--- config.mk ---
export PLATFORM = sky130hd
export DESIGN_NAME = ptr_pc_unit
export DESIGN_NICKNAME = d
export VERILOG_FILES = /design/src/rtl/ptr_pc_pkg.sv /design/src/rtl/ptr_pc_ptr_slot.sv /design/src/rtl/ptr_pc_pc_unit.sv /design/src/rtl/ptr_pc_stk_seq.sv /design/src/rtl/ptr_pc_unit.sv
export SDC_FILE = /design/constraint.sdc
export NUM_CORES = 1
export LEC_CHECK = 0
export BUFFER_PORTS_ARGS = -buffer_cell sky130_fd_sc_hd__buf_2
export CAP_MARGIN = 20
export CORE_MARGIN = 2
export CORE_UTILIZATION = 47
export DETAILED_ROUTE_END_ITERATION = 7
export GPL_TIMING_DRIVEN = 1
export PLACE_DENSITY = 0.7
export SYNTH_ARGS = -nofsm -noshare
export SYNTH_HDL_FRONTEND = slang
export SYNTH_HIERARCHICAL = 1
export SYNTH_SLANG_ARGS = --single-unit
--- constraint.sdc ---
create_clock -name clk -period 3.6 [get_ports clk]
set_input_delay 0.18 -clock clk [delete_from_list [all_inputs] [get_ports clk]]
set_output_delay 0.18 -clock clk [all_outputs]
set_load 0.01 [all_outputs]
--- src/rtl/ptr_pc_pkg.sv ---
package ptr_pc_pkg;

    typedef enum logic [2:0] {
        SQ_IDLE    = 3'd0,
        SQ_PUSH_LO = 3'd1,
        SQ_PUSH_HI = 3'd2,
        SQ_POP_HI  = 3'd3,
        SQ_POP_LO  = 3'd4
    } seq_state_e;

    localparam logic [1:0] PM_HOLD = 2'b00;
    localparam logic [1:0] PM_INC  = 2'b01;
    localparam logic [1:0] PM_DEC  = 2'b10;

endpackage

--- src/rtl/ptr_pc_ptr_slot.sv ---
module ptr_pc_ptr_slot #(
    parameter int             W       = 8,
    parameter logic [W-1:0]   RST_VAL = '0
) (
    input  logic         clk,
    input  logic         rst_n,
    input  logic         acc,
    input  logic [1:0]   mode,
    input  logic         wr_en,
    input  logic [W-1:0] wdata,
    output logic [W-1:0] val
);
    import ptr_pc_pkg::*;

    typedef struct packed {
        logic [W-1:0] val;
    } slot_t;

    slot_t slot_d, slot_q;

    always_comb begin
        slot_d = slot_q;
        if (wr_en) begin
            slot_d.val = wdata;
        end else if (acc) begin
            case (mode)
                PM_INC:  slot_d.val = slot_q.val + W'(1);
                PM_DEC:  slot_d.val = slot_q.val - W'(1);
                default: slot_d.val = slot_q.val;
            endcase
        end
    end

    always_ff @(posedge clk or negedge rst_n) begin
        if (!rst_n) slot_q <= '{val: RST_VAL};
        else        slot_q <= slot_d;
    end

    assign val = slot_q.val;
endmodule

--- src/rtl/ptr_pc_pc_unit.sv ---
module ptr_pc_pc_unit #(
    parameter int HI_W = 7,
    parameter int LO_W = 8,
    localparam int PC_W = HI_W + LO_W
) (
    input  logic            clk,
    input  logic            rst_n,
    input  logic            seq_ld,
    input  logic [PC_W-1:0] seq_val,
    input  logic            freeze,
    input  logic            ext_ld,
    input  logic [PC_W-1:0] ext_val,
    input  logic            step,
    output logic [PC_W-1:0] pc
);
    typedef struct packed {
        logic [HI_W-1:0] hi;
        logic [LO_W-1:0] lo;
    } pc_t;

    pc_t         pc_d, pc_q;
    logic [LO_W:0] lo_sum;

    always_comb begin
        pc_d   = pc_q;
        lo_sum = {1'b0, pc_q.lo} + (LO_W+1)'(1);
        if (seq_ld) begin
            pc_d = seq_val;
        end else if (!freeze) begin
            if (ext_ld) begin
                pc_d = ext_val;
            end else if (step) begin
                pc_d.lo = lo_sum[LO_W-1:0];
                pc_d.hi = pc_q.hi + HI_W'(lo_sum[LO_W]);
            end
        end
    end

    always_ff @(posedge clk or negedge rst_n) begin
        if (!rst_n) pc_q <= '0;
        else        pc_q <= pc_d;
    end

    assign pc = pc_q;
endmodule

--- src/rtl/ptr_pc_stk_seq.sv ---
// Stack sequencer: owns the stack pointer and runs two-byte push/pop.
// Byte width B_W must equal LO_W and exceed HI_W.
module ptr_pc_stk_seq #(
    parameter int               HI_W    = 7,
    parameter int               LO_W    = 8,
    parameter int               B_W     = 8,
    parameter logic [B_W-1:0]   SP_RST  = 8'h2F,
    parameter logic [HI_W+LO_W-1:0] IRQ_VEC = 15'h0FF,
    localparam int              PC_W    = HI_W + LO_W
) (
    input  logic            clk,
    input  logic            rst_n,
    input  logic            irq,
    input  logic            call,
    input  logic            ret,
    input  logic [PC_W-1:0] call_tgt,
    input  logic [PC_W-1:0] pc_cur,
    input  logic            sp_we,
    input  logic [B_W-1:0]  sp_wdata,
    input  logic [B_W-1:0]  rdata,
    output logic            busy,
    output logic            start,
    output logic [B_W-1:0]  sp,
    output logic            we,
    output logic            re,
    output logic [B_W-1:0]  addr,
    output logic [B_W-1:0]  wdata,
    output logic            pc_ld,
    output logic [PC_W-1:0] pc_val
);
    import ptr_pc_pkg::*;

    typedef struct packed {
        seq_state_e      st;
        logic [B_W-1:0]  sp;
        logic [PC_W-1:0] tgt;
        logic [HI_W-1:0] hi;
    } seq_t;

    seq_t seq_d, seq_q;
    logic [B_W-1:0] sp_up;

    always_comb begin
        seq_d  = seq_q;
        sp_up  = seq_q.sp + B_W'(1);
        we     = 1'b0;
        re     = 1'b0;
        addr   = seq_q.sp;
        wdata  = '0;
        pc_ld  = 1'b0;
        pc_val = seq_q.tgt;
        start  = 1'b0;
        unique case (seq_q.st)
            SQ_IDLE: begin
                if (sp_we) seq_d.sp = sp_wdata;
                if (irq) begin
                    start     = 1'b1;
                    seq_d.st  = SQ_PUSH_LO;
                    seq_d.tgt = IRQ_VEC;
                end else if (call) begin
                    start     = 1'b1;
                    seq_d.st  = SQ_PUSH_LO;
                    seq_d.tgt = call_tgt;
                end else if (ret) begin
                    start     = 1'b1;
                    seq_d.st  = SQ_POP_HI;
                end
            end
            SQ_PUSH_LO: begin
                we       = 1'b1;
                wdata    = pc_cur[LO_W-1:0];
                seq_d.sp = seq_q.sp - B_W'(1);
                seq_d.st = SQ_PUSH_HI;
            end
            SQ_PUSH_HI: begin
                we       = 1'b1;
                wdata    = {{(B_W-HI_W){1'b0}}, pc_cur[PC_W-1:LO_W]};
                seq_d.sp = seq_q.sp - B_W'(1);
                pc_ld    = 1'b1;
                seq_d.st = SQ_IDLE;
            end
            SQ_POP_HI: begin
                re       = 1'b1;
                addr     = sp_up;
                seq_d.hi = rdata[HI_W-1:0];
                seq_d.sp = sp_up;
                seq_d.st = SQ_POP_LO;
            end
            SQ_POP_LO: begin
                re       = 1'b1;
                addr     = sp_up;
                seq_d.sp = sp_up;
                pc_ld    = 1'b1;
                pc_val   = {seq_q.hi, rdata[LO_W-1:0]};
                seq_d.st = SQ_IDLE;
            end
            default: seq_d.st = SQ_IDLE;
        endcase
    end

    always_ff @(posedge clk or negedge rst_n) begin
        if (!rst_n) seq_q <= '{st: SQ_IDLE, sp: SP_RST, tgt: '0, hi: '0};
        else        seq_q <= seq_d;
    end

    assign busy = (seq_q.st != SQ_IDLE);
    assign sp   = seq_q.sp;
endmodule

--- src/rtl/ptr_pc_unit.sv ---
module ptr_pc_unit #(
    parameter int                    PCH_W    = 7,
    parameter int                    PCL_W    = 8,
    parameter int                    NPTR     = 2,
    parameter int                    PTR_W    = 8,
    parameter logic [PTR_W-1:0]      SP_RST   = 8'h2F,
    parameter logic [PCH_W+PCL_W-1:0] IRQ_VEC = 15'h0FF,
    parameter logic [PTR_W-1:0]      PTR_BASE = 8'hFE,
    parameter logic [PTR_W-1:0]      SP_ADDR  = 8'hFD,
    localparam int                   PC_W     = PCH_W + PCL_W,
    localparam int                   SEL_W    = (NPTR > 1) ? $clog2(NPTR) : 1
) (
    input  logic             clk,
    input  logic             rst_n,
    input  logic             pc_ld,
    input  logic [PC_W-1:0]  pc_ld_val,
    input  logic             pc_step,
    output logic [PC_W-1:0]  pc_out,
    input  logic             call_req,
    input  logic [PC_W-1:0]  call_tgt,
    input  logic             ret_req,
    input  logic             irq_req,
    output logic             busy,
    input  logic             ptr_acc,
    input  logic [SEL_W-1:0] ptr_sel,
    input  logic [1:0]       ptr_mode,
    output logic [PTR_W-1:0] dm_addr,
    output logic             stk_we,
    output logic             stk_re,
    output logic [PTR_W-1:0] stk_wdata,
    input  logic [PTR_W-1:0] stk_rdata,
    input  logic             reg_we,
    input  logic [PTR_W-1:0] reg_addr,
    input  logic [PTR_W-1:0] reg_wdata,
    output logic [PTR_W-1:0] reg_rdata
);
    logic [PTR_W-1:0] ptr_val [NPTR];
    logic [PTR_W-1:0] sp_val;
    logic [PTR_W-1:0] stk_addr;
    logic             seq_start;
    logic             seq_pc_ld;
    logic [PC_W-1:0]  seq_pc_val;
    logic             sp_we;
    logic [PTR_W-1:0] sel_ptr;

    assign sp_we = reg_we && (reg_addr == SP_ADDR);

    ptr_pc_stk_seq #(
        .HI_W(PCH_W), .LO_W(PCL_W), .B_W(PTR_W),
        .SP_RST(SP_RST), .IRQ_VEC(IRQ_VEC)
    ) seq_i (
        .clk(clk), .rst_n(rst_n),
        .irq(irq_req), .call(call_req), .ret(ret_req),
        .call_tgt(call_tgt), .pc_cur(pc_out),
        .sp_we(sp_we), .sp_wdata(reg_wdata), .rdata(stk_rdata),
        .busy(busy), .start(seq_start), .sp(sp_val),
        .we(stk_we), .re(stk_re), .addr(stk_addr), .wdata(stk_wdata),
        .pc_ld(seq_pc_ld), .pc_val(seq_pc_val)
    );

    ptr_pc_pc_unit #(.HI_W(PCH_W), .LO_W(PCL_W)) pc_i (
        .clk(clk), .rst_n(rst_n),
        .seq_ld(seq_pc_ld), .seq_val(seq_pc_val),
        .freeze(busy | seq_start),
        .ext_ld(pc_ld), .ext_val(pc_ld_val), .step(pc_step),
        .pc(pc_out)
    );

    for (genvar g = 0; g < NPTR; g++) begin : g_ptr
        localparam logic [PTR_W-1:0] SLOT_ADDR = PTR_BASE - PTR_W'(2 * g);
        ptr_pc_ptr_slot #(.W(PTR_W), .RST_VAL('0)) slot_i (
            .clk(clk), .rst_n(rst_n),
            .acc(ptr_acc && !busy && (ptr_sel == SEL_W'(g))),
            .mode(ptr_mode),
            .wr_en(reg_we && (reg_addr == SLOT_ADDR)),
            .wdata(reg_wdata),
            .val(ptr_val[g])
        );
    end

    always_comb begin
        sel_ptr = '0;
        for (int i = 0; i < NPTR; i++) begin
            if (ptr_sel == SEL_W'(i)) sel_ptr = ptr_val[i];
        end
    end

    assign dm_addr = busy ? stk_addr : sel_ptr;

    always_comb begin
        reg_rdata = '0;
        if (reg_addr == SP_ADDR) reg_rdata = sp_val;
        for (int i = 0; i < NPTR; i++) begin
            if (reg_addr == PTR_BASE - PTR_W'(2 * i)) reg_rdata = ptr_val[i];
        end
    end
endmodule

==> metrics.txt, run 1 <==
final antenna diode count=0; clock-pin slew on the worst setup and hold paths=0.07 ns; layout cell share with drive strength beyond 1=21.3%; HPWL after detailed placement=11000 um; final setup fails=0; Period minus WS final=2.90 ns; placer congestion estimate=0.939; Placed Cells=855; Tcrit/Tclk final=80.7%; Synth Flop Type=dfrtp_1; post-synth cell types=77; WP data required=3.84 ns; crit end category=register; final core utilization=56.2%; Routed WL per cell=16.9 um; WL final=14700 um; outcome=finished clean; die area=11700 um^2; setup TNS=0 ns; I/O Buffers=107; Clock Tree Buf Depth=2; Post-route DRC=0; vias per inst=5.93; Cell Count, Final, Fillers Out=872; Syn Area/Cell=7.83 um^2; net count after synthesis=723; Post-CTS Setup Inserts=0; clock sink count=64; Die Y=108 um; Skew-Pair Late Insertion Delay=0.35 ns; cts bufs inserted=9; global-route wire length before repair=24600 um; Hold WS=0.0433 ns; fin nets=805; max-cap viol count=0; number of global-route vias before repair=5056; Die Wd=108 um; 1st-iter DRT viols=355; Leak=2.72 nW; Fmax achieved=344 MHz; hold violation total from the final report=0; Post-synth EDFFs=0; RSZ-0062 raised after global routing=false; Slew HR=48.1%; Ports=108; antenna violations before repair=0; Core ar.=10400 um^2; PwrDens=817 nW/um^2; area of the multi-input gates=3170 um^2; hold crit path type=primary input to register; CTS tree=yes; largest net degree at the start of global routing=35; flop2flop setup slack=0.70 ns; Max IR drop VDD=0.000372 V; CP arrival=3.14 ns; Async S/R FF share, synth=100%; Final Skew=0.00684 ns; crit start category=register; CTS H-Tree Depth=3; cell row count=37; detailed-route via count=5169; GRT Util Overall=26.5%; initial core utilization=48.8%; remaining antenna violation count after routing=0; crit-path max FO=24; Slew @ Worst Pin=0.773 ns; fillers=1006; FF+latch count, synth=64; Netlist Area Pre-Place=5080 um^2; Seq/Total Area, Yosys=31.7%; Root Buffer=clkbuf_8; YS warnings=6; grt ovf=0; Cells after Synth=649; Slew Viols, Final=0; first drt pass iteration count=5; Reg area=1610 um^2; area delta synth->final=15.2%; critical path type=register to register
==> per-stage QoR <==
| stage | setup WS (ns) | total power, mW | cell area (um^2) |
|---|---|---|---|
| 2_1_floorplan | 1.01 | 3.31 | 5080 |
| 3_3_place_gp | 0.839 | 3.99 | 5620 |
| 3_5_place_dp | 0.725 | 4.06 | 5620 |
| 4_1_cts | 0.709 | 4.77 | 5850 |
| 5_1_grt | 0.383 | 5.22 | 5850 |
| 6_report | 0.695 | 4.78 | 5850 |
==> power breakdown <==
part           internal, mW  leakage, nW  switching [mW]
clock network         0.405        0.112           0.289
logic                  1.04         1.85            1.47
registers              1.07        0.756           0.505
total                  2.51         2.72            2.27
==> routing by layer <==
layer,share of wire (%),routed length (um),vias to the layer above,GRT usage [%]
li1,-,-,2489,-
met1,43,6350,2444,34.5
met2,48,7080,209,44.4
met3,6.2,909,27,3.86
met4,2.6,379,0,10.2
met5,0,0,-,0
==> cell families after synthesis <==
logic type	after synthesis	synth area share [%]
adder cells (fa/ha/maj)	8	1.97
multiplexers	23	4.58
AO/OA/AOI/OAI	149	20.5
AND/OR/NAND/NOR	315	30.8
buffers and inverters	65	6.21
flip-flops	64	31.7
XOR/XNOR	25	4.31
==> cell type report <==
| cell class | count | area share (%) |
|---|---|---|
| Clock buffer | 10 | 2.35 |
| Clock inverter | 6 | 1.41 |
| Inverter | 19 | 1.26 |
| Multi-Input combinational cell | 520 | 54.1 |
| Sequential cell | 64 | 27.5 |
| Tap cell | 136 | 2.91 |
| Timing Repair Buffer | 117 | 10.5 |
==> layout by cell type, fill, tap and decap left out, types with 6 or more instances in the layout <==
cell,Yosys,final
xor2_1,10,10
clkbuf_8,0,10
xnor2_1,15,15
nand3b_1,10,10
nand3_1,30,30
nand2b_1,6,6
o21ai_0,37,37
nor2_1,33,33
nand2_1,147,147
nor3_1,7,7
or2_0,8,8
o21ai_1,6,6
buf_4,9,9
a22oi_1,13,13
buf_2,9,107
mux2i_1,21,21
and2_1,6,6
nor2b_1,11,11
dfrtp_1,59,59
a21oi_1,26,25
inv_1,17,17
and3_1,8,8
ha_1,8,8
nand4_1,10,10
==> cell usage after synthesis, types with 4 or more instances <==
cell       number  area, um^2
nand2_1       147         552
dfrtp_1        59        1480
o21ai_0        37         185
nor2_1         33         124
nand3_1        30         150
a21oi_1        26         130
mux2i_1        21         210
clkbuf_1       20        75.1
inv_1          17        63.8
xnor2_1        15         131
a22oi_1        13        97.6
nor2b_1        11        68.8
nand3b_1       10        75.1
nand4_1        10        62.6
xor2_1         10        87.6
buf_2           9        45.0
buf_4           9        67.6
and3_1          8        50.1
ha_1            8         100
or2_0           8        50.1
nor3_1          7        35.0
and2_1          6        37.5
nand2b_1        6        37.5
o21ai_1         6        30.0
a2111o_1        5        56.3
a211o_1         5        43.8
a211oi_1        5        37.5
a31oi_1         5        31.3
dfstp_2         5         131
nor3b_1         5        37.5
nor4b_1         5        43.8
a2111oi_0       4        35.0
a221o_1         4        40.0
a32oi_1         4        35.0
buf_1           4        15.0
nor4_1          4        25.0
o221ai_1        4        35.0
==> state kept, by name, indices dropped and copies added (netlist names) <==
name	count
seq_i/seq_q	25
g_ptr.slot_i/val	16
pc_i/pc	15
seq_i/sp	8
==> worst max-delay path, cell delays in order, from the launching register on <==
cell and delay (ns):
dfrtp_1 0.55, nor3_2 0.42, inv_1 0.10, buf_4 0.22
nor3b_1 0.58, nand2_1 0.38, a22o_1 0.28, a211o_1 0.26
==> worst paths after layout <==
kind,startpoint,to,cells past startpoint
min,stk_rdata[1],seq_i/seq_q[1],3
max in group asynchronous,rst_n,seq_i/sp[3],3
min reg2reg,seq_i/seq_q[13],seq_i/seq_q[13],2
max,seq_i/seq_q[30],g_ptr[0].slot_i/val[4],7
min in group asynchronous,rst_n,g_ptr[0].slot_i/val[5],2
max reg2reg,seq_i/seq_q[30],g_ptr[0].slot_i/val[4],7
==> what timing repair did <==
item,4_1_cts,5_1_grt
hold buffers,1,0
hold endpoints to repair,33,0
gates resized for setup,0,0
(Power assumes the default switching activity.)
==> inputs of run 2 (changes only) <==
==> constraint.sdc (replaced) <==
create_clock -name clk -period 2.9 [get_ports clk]
set_input_delay 0.145 -clock clk [delete_from_list [all_inputs] [get_ports clk]]
set_output_delay 0.145 -clock clk [all_outputs]
set_load 0.01 [all_outputs]
==> metrics.txt, run 2 (same netlist as run 1, synthesis figures left out) <==
register with the most flip-flops=seq_i/seq_q; clock sink count=64; Post-route DRC=0; Max IR drop VDD=0.000564 V; largest delay contributor family on the critical path=simple AND/OR/NAND/NOR gates; CTS H-Tree Depth=3; largest net degree at the start of global routing=65; Ports=108; Slew @ Worst Pin=0.875 ns; crit path cell chain=buf_4 > or3b_1 > and2_1 > inv_4 > ha_1 > inv_1 > nand2_1 > o21ai_0 > buf_2; Routed WL per cell=17.4 um; area delta synth->final=15.3%; Tcrit/Tclk final=88.8%; M1 wire length=6440 um; detailed-route via count=5214; placer congestion estimate=0.900; CTS tree=yes; CP arrival=2.43 ns; grt ovf=0; Skew-Pair Late Insertion Delay=0.35 ns; Clock Tree Buf Depth=2; global-route wire length before repair=24800 um; CP max stage cell=or3b_1; Final Skew=0.00824 ns; HPWL after detailed placement=11200 um; I/O Buffers=107; hold violation total from the final report=14; setup TNS=0 ns; layout cell share with drive strength beyond 1=21.8%; Post-CTS Setup Inserts=0; Die Y=108 um; die area=11700 um^2; Hold WS=-0.0233 ns; final setup fails=0; fin nets=812; remaining antenna violation count after routing=0; most frequent cells in the layout=147 x nand2_1, 107 x buf_2, 59 x dfrtp_1; Worst Path Buf+Inv=4; failing checks=negative hold slack; WP data required=2.76 ns; metal3 WL=1040 um; number of global-route vias before repair=5022; PwrDens=1000 nW/um^2; first drt pass iteration count=5; crit start category=register; crit-path max FO=21; met2 wire len=7470 um; Slew Viols, Final=0; CTS Hold Bufs=1; Root Buffer=clkbuf_8; fillers=1030; Fmax achieved=388 MHz; most common cell after layout, fill and taps aside=nand2_1; Leak=2.73 nW; critical path type=register to output port; WL final=15300 um; Slew HR=41.7%; final antenna diode count=0; initial core utilization=48.8%; vias per inst=5.94; CTS resizes=0; max-cap viol count=0; Top Layer Used=met4; cell row count=37; 1st-iter DRT viols=441; GRT Util Overall=27.1%; Core ar.=10400 um^2; RSZ-0062 raised after global routing=false; hold crit path type=primary input to asynchronous set/reset pin; Period minus WS final=2.58 ns; outcome=finished with violations; cts bufs inserted=9; crit end category=output port; clock-pin slew on the worst setup and hold paths=0.08 ns; max reg flops=25; antenna violations before repair=0; Die Wd=108 um; CP peak stage delay=0.39 ns
run 2: final cells by class:
type                            count  area, um^2  share of cell area [%]
Multi-Input combinational cell    520        3170                    54.1
Sequential cell                    64        1610                    27.5
Timing Repair Buffer              124         666                    11.4
Tap cell                          136         170                    2.91
Clock buffer                       12         155                    2.65
Inverter                           19        73.8                    1.26
Clock inverter                      3        17.5                   0.299
run 2: metal layers:
metal / vias to the layer above / track usage, %
li1: 2497 / -
met1: 2467 / 35.2
met2: 228 / 46.0
met3: 22 / 3.32
met4: 0 / 10.3
met5: - / 0
run 2: metrics by stage:
stage	instances	total power [mW]	cell area (um^2)	setup WS [ns]	utilization (%)
global placement	862	5.01	5670	0.503	54.5
finish	878	5.85	5860	0.324	56.2
CTS	878	5.84	5860	0.343	56.2
floorplan	649	4.11	5080	0.306	-
detailed placement	862	5.12	5670	0.393	54.5
global route	878	6.34	5860	0.196	56.2
run 2: power by group:
group	total (mW)	switching (mW)	internal, mW
Combinational	3.24	1.91	1.33
Sequential	1.91	0.582	1.33
Clock	0.711	0.361	0.350
Total	5.85	2.85	3.00
run 2: final timing paths:
kind / start / to / slack (ns) / cells past startpoint
worst max-delay path: seq_i/seq_q[32] / dm_addr[0] / 0.32 / 9
worst max register to register: seq_i/seq_q[32] / pc_i/pc[14] / 0.39 / 7
worst min-delay path: rst_n / g_ptr[0].slot_i/val[6] / -0.02 / 2
worst min register to register: seq_i/seq_q[19] / seq_i/seq_q[19] / 0.47 / 2
min in group clk: stk_rdata[2] / seq_i/seq_q[2] / 0.02 / 3
max in group asynchronous: rst_n / pc_i/pc[13] / 2.34 / 2
==> inputs of run 3 (changes only) <==
--- a/config.mk
+++ b/config.mk
@@ -7,11 +7,10 @@
 export LEC_CHECK = 0
 export BUFFER_PORTS_ARGS = -buffer_cell sky130_fd_sc_hd__buf_2
 export CAP_MARGIN = 20
-export CORE_MARGIN = 2
-export CORE_UTILIZATION = 47
+export CORE_UTILIZATION = 50
 export DETAILED_ROUTE_END_ITERATION = 7
 export GPL_TIMING_DRIVEN = 1
-export PLACE_DENSITY = 0.7
+export PLACE_DENSITY = 0.74
 export SYNTH_ARGS = -nofsm -noshare
 export SYNTH_HDL_FRONTEND = slang
 export SYNTH_HIERARCHICAL = 1
==> metrics.txt, run 3 (same netlist as run 1, synthesis figures left out) <==
vias per inst=6.15; most frequent cells in the layout=147 x nand2_1, 107 x buf_2, 59 x dfrtp_1; crit end category=output port; antenna violations before repair=0; Root Buffer=clkbuf_8; CTS tree=yes; critical path type=register to output port; final antenna diode count=0; I/O Buffers=107; Post-route DRC=0; Clock Tree Buf Depth=2; CTS H-Tree Depth=3; Slew @ Worst Pin=0.766 ns; WP data required=2.76 ns; placer congestion estimate=0.930; die area=10600 um^2; Post-CTS Setup Inserts=0; register with the most flip-flops=seq_i/seq_q; fin nets=820; Routed WL per cell=17.9 um; WL final=15800 um; cell row count=36; grt ovf=0; Die Y=103 um; largest net degree at the start of global routing=36; first drt pass iteration count=6; Core ar.=9820 um^2; remaining antenna violation count after routing=0; Hold WS=0.00779 ns; Tcrit/Tclk final=86.9%; Power Total=6.17 mW; max reg flops=25; Slew Viols, Final=0; initial core utilization=51.7%; detailed-route via count=5441; layout cell share with drive strength beyond 1=21.6%; Leak=2.79 nW; 1st-iter DRT viols=483; clock-pin slew on the worst setup and hold paths=0.08 ns; Max IR drop VDD=0.000381 V; RSZ-0062 raised after global routing=false; Fmax achieved=397 MHz; number of global-route vias before repair=4791; crit-path max FO=21; Final Skew=0.0141 ns; crit start category=register; HPWL after detailed placement=11600 um; max-cap viol count=0; Skew-Pair Late Insertion Delay=0.37 ns; Slew HR=48.8%; area delta synth->final=18.2%; Period minus WS final=2.52 ns; clock sink count=64; CTS Hold Bufs=11; PwrDens=1030 nW/um^2; Die Wd=103 um; GRT Util Overall=30.8%; post-layout instance area=6000 um^2; final setup fails=0; hold violation total from the final report=0; outcome=finished clean; setup TNS=0 ns; global-route wire length before repair=24600 um; CP arrival=2.37 ns; CTS resizes=0; hold crit path type=primary input to register; Ports=108; dpl cell area=5670 um^2; cts bufs inserted=9; most common cell after layout, fill and taps aside=nand2_1
==> run 3: layer usage <==
layer	wire, um	GRT usage [%]	vias to the layer above
met5	0	0	-
met4	351	11.1	0
met3	1620	6.71	38
met2	6930	43.9	295
met1	6940	45.5	2588
li1	-	-	2520
==> run 3: critical path: stages, from the launching register on <==
cell and delay (ns):
dfrtp_1 0.36, buf_4 0.26, or3b_1 0.39, and2_1 0.26, inv_4 0.16, ha_1 0.25
inv_1 0.06, nand2_1 0.05, o21ai_0 0.08, buf_2 0.15
==> run 3: layout make-up <==
| class | count | area [um^2] |
|---|---|---|
| Clock inverter | 7 | 103 |
| Clock buffer | 9 | 124 |
| Tap cell | 133 | 166 |
| Fill cell | 938 | 3810 |
| Timing Repair Buffer | 132 | 763 |
| Inverter | 19 | 73.8 |
| Multi-Input combinational cell | 520 | 3170 |
| Sequential cell | 64 | 1610 |
==> run 3: worst paths after layout <==
path / endpoint / start / depth (start not counted) / slack [ns]
max: dm_addr[0] / seq_i/seq_q[32] / 9 / 0.38
min: seq_i/seq_q[11] / call_tgt[4] / 3 / 0.008
max in group asynchronous: seq_i/sp[3] / rst_n / 3 / 1.82
min reg2reg: seq_i/seq_q[18] / seq_i/seq_q[18] / 2 / 0.48
min in group asynchronous: g_ptr[0].slot_i/val[3] / rst_n / 2 / 0.37
max reg2reg: pc_i/pc[12] / pc_i/pc[0] / 9 / 0.51
==> run 3: power by group <==
| group | internal (mW) | switching (mW) | total, mW |
|---|---|---|---|
| clock | 0.493 | 0.425 | 0.918 |
| sequential | 1.32 | 0.606 | 1.93 |
| combinational | 1.34 | 1.98 | 3.32 |
| total | 3.16 | 3.01 | 6.17 |
==> run 3: stage by stage <==
stage                     setup slack, ns  utilization (%)  std cells
after floorplan                     0.306                -        649
after global placement              0.630             57.7        857
after detailed placement            0.563             57.7        857
after CTS                           0.378             61.1        884
after global routing                0.207             61.1        884
final                               0.380             61.1        884
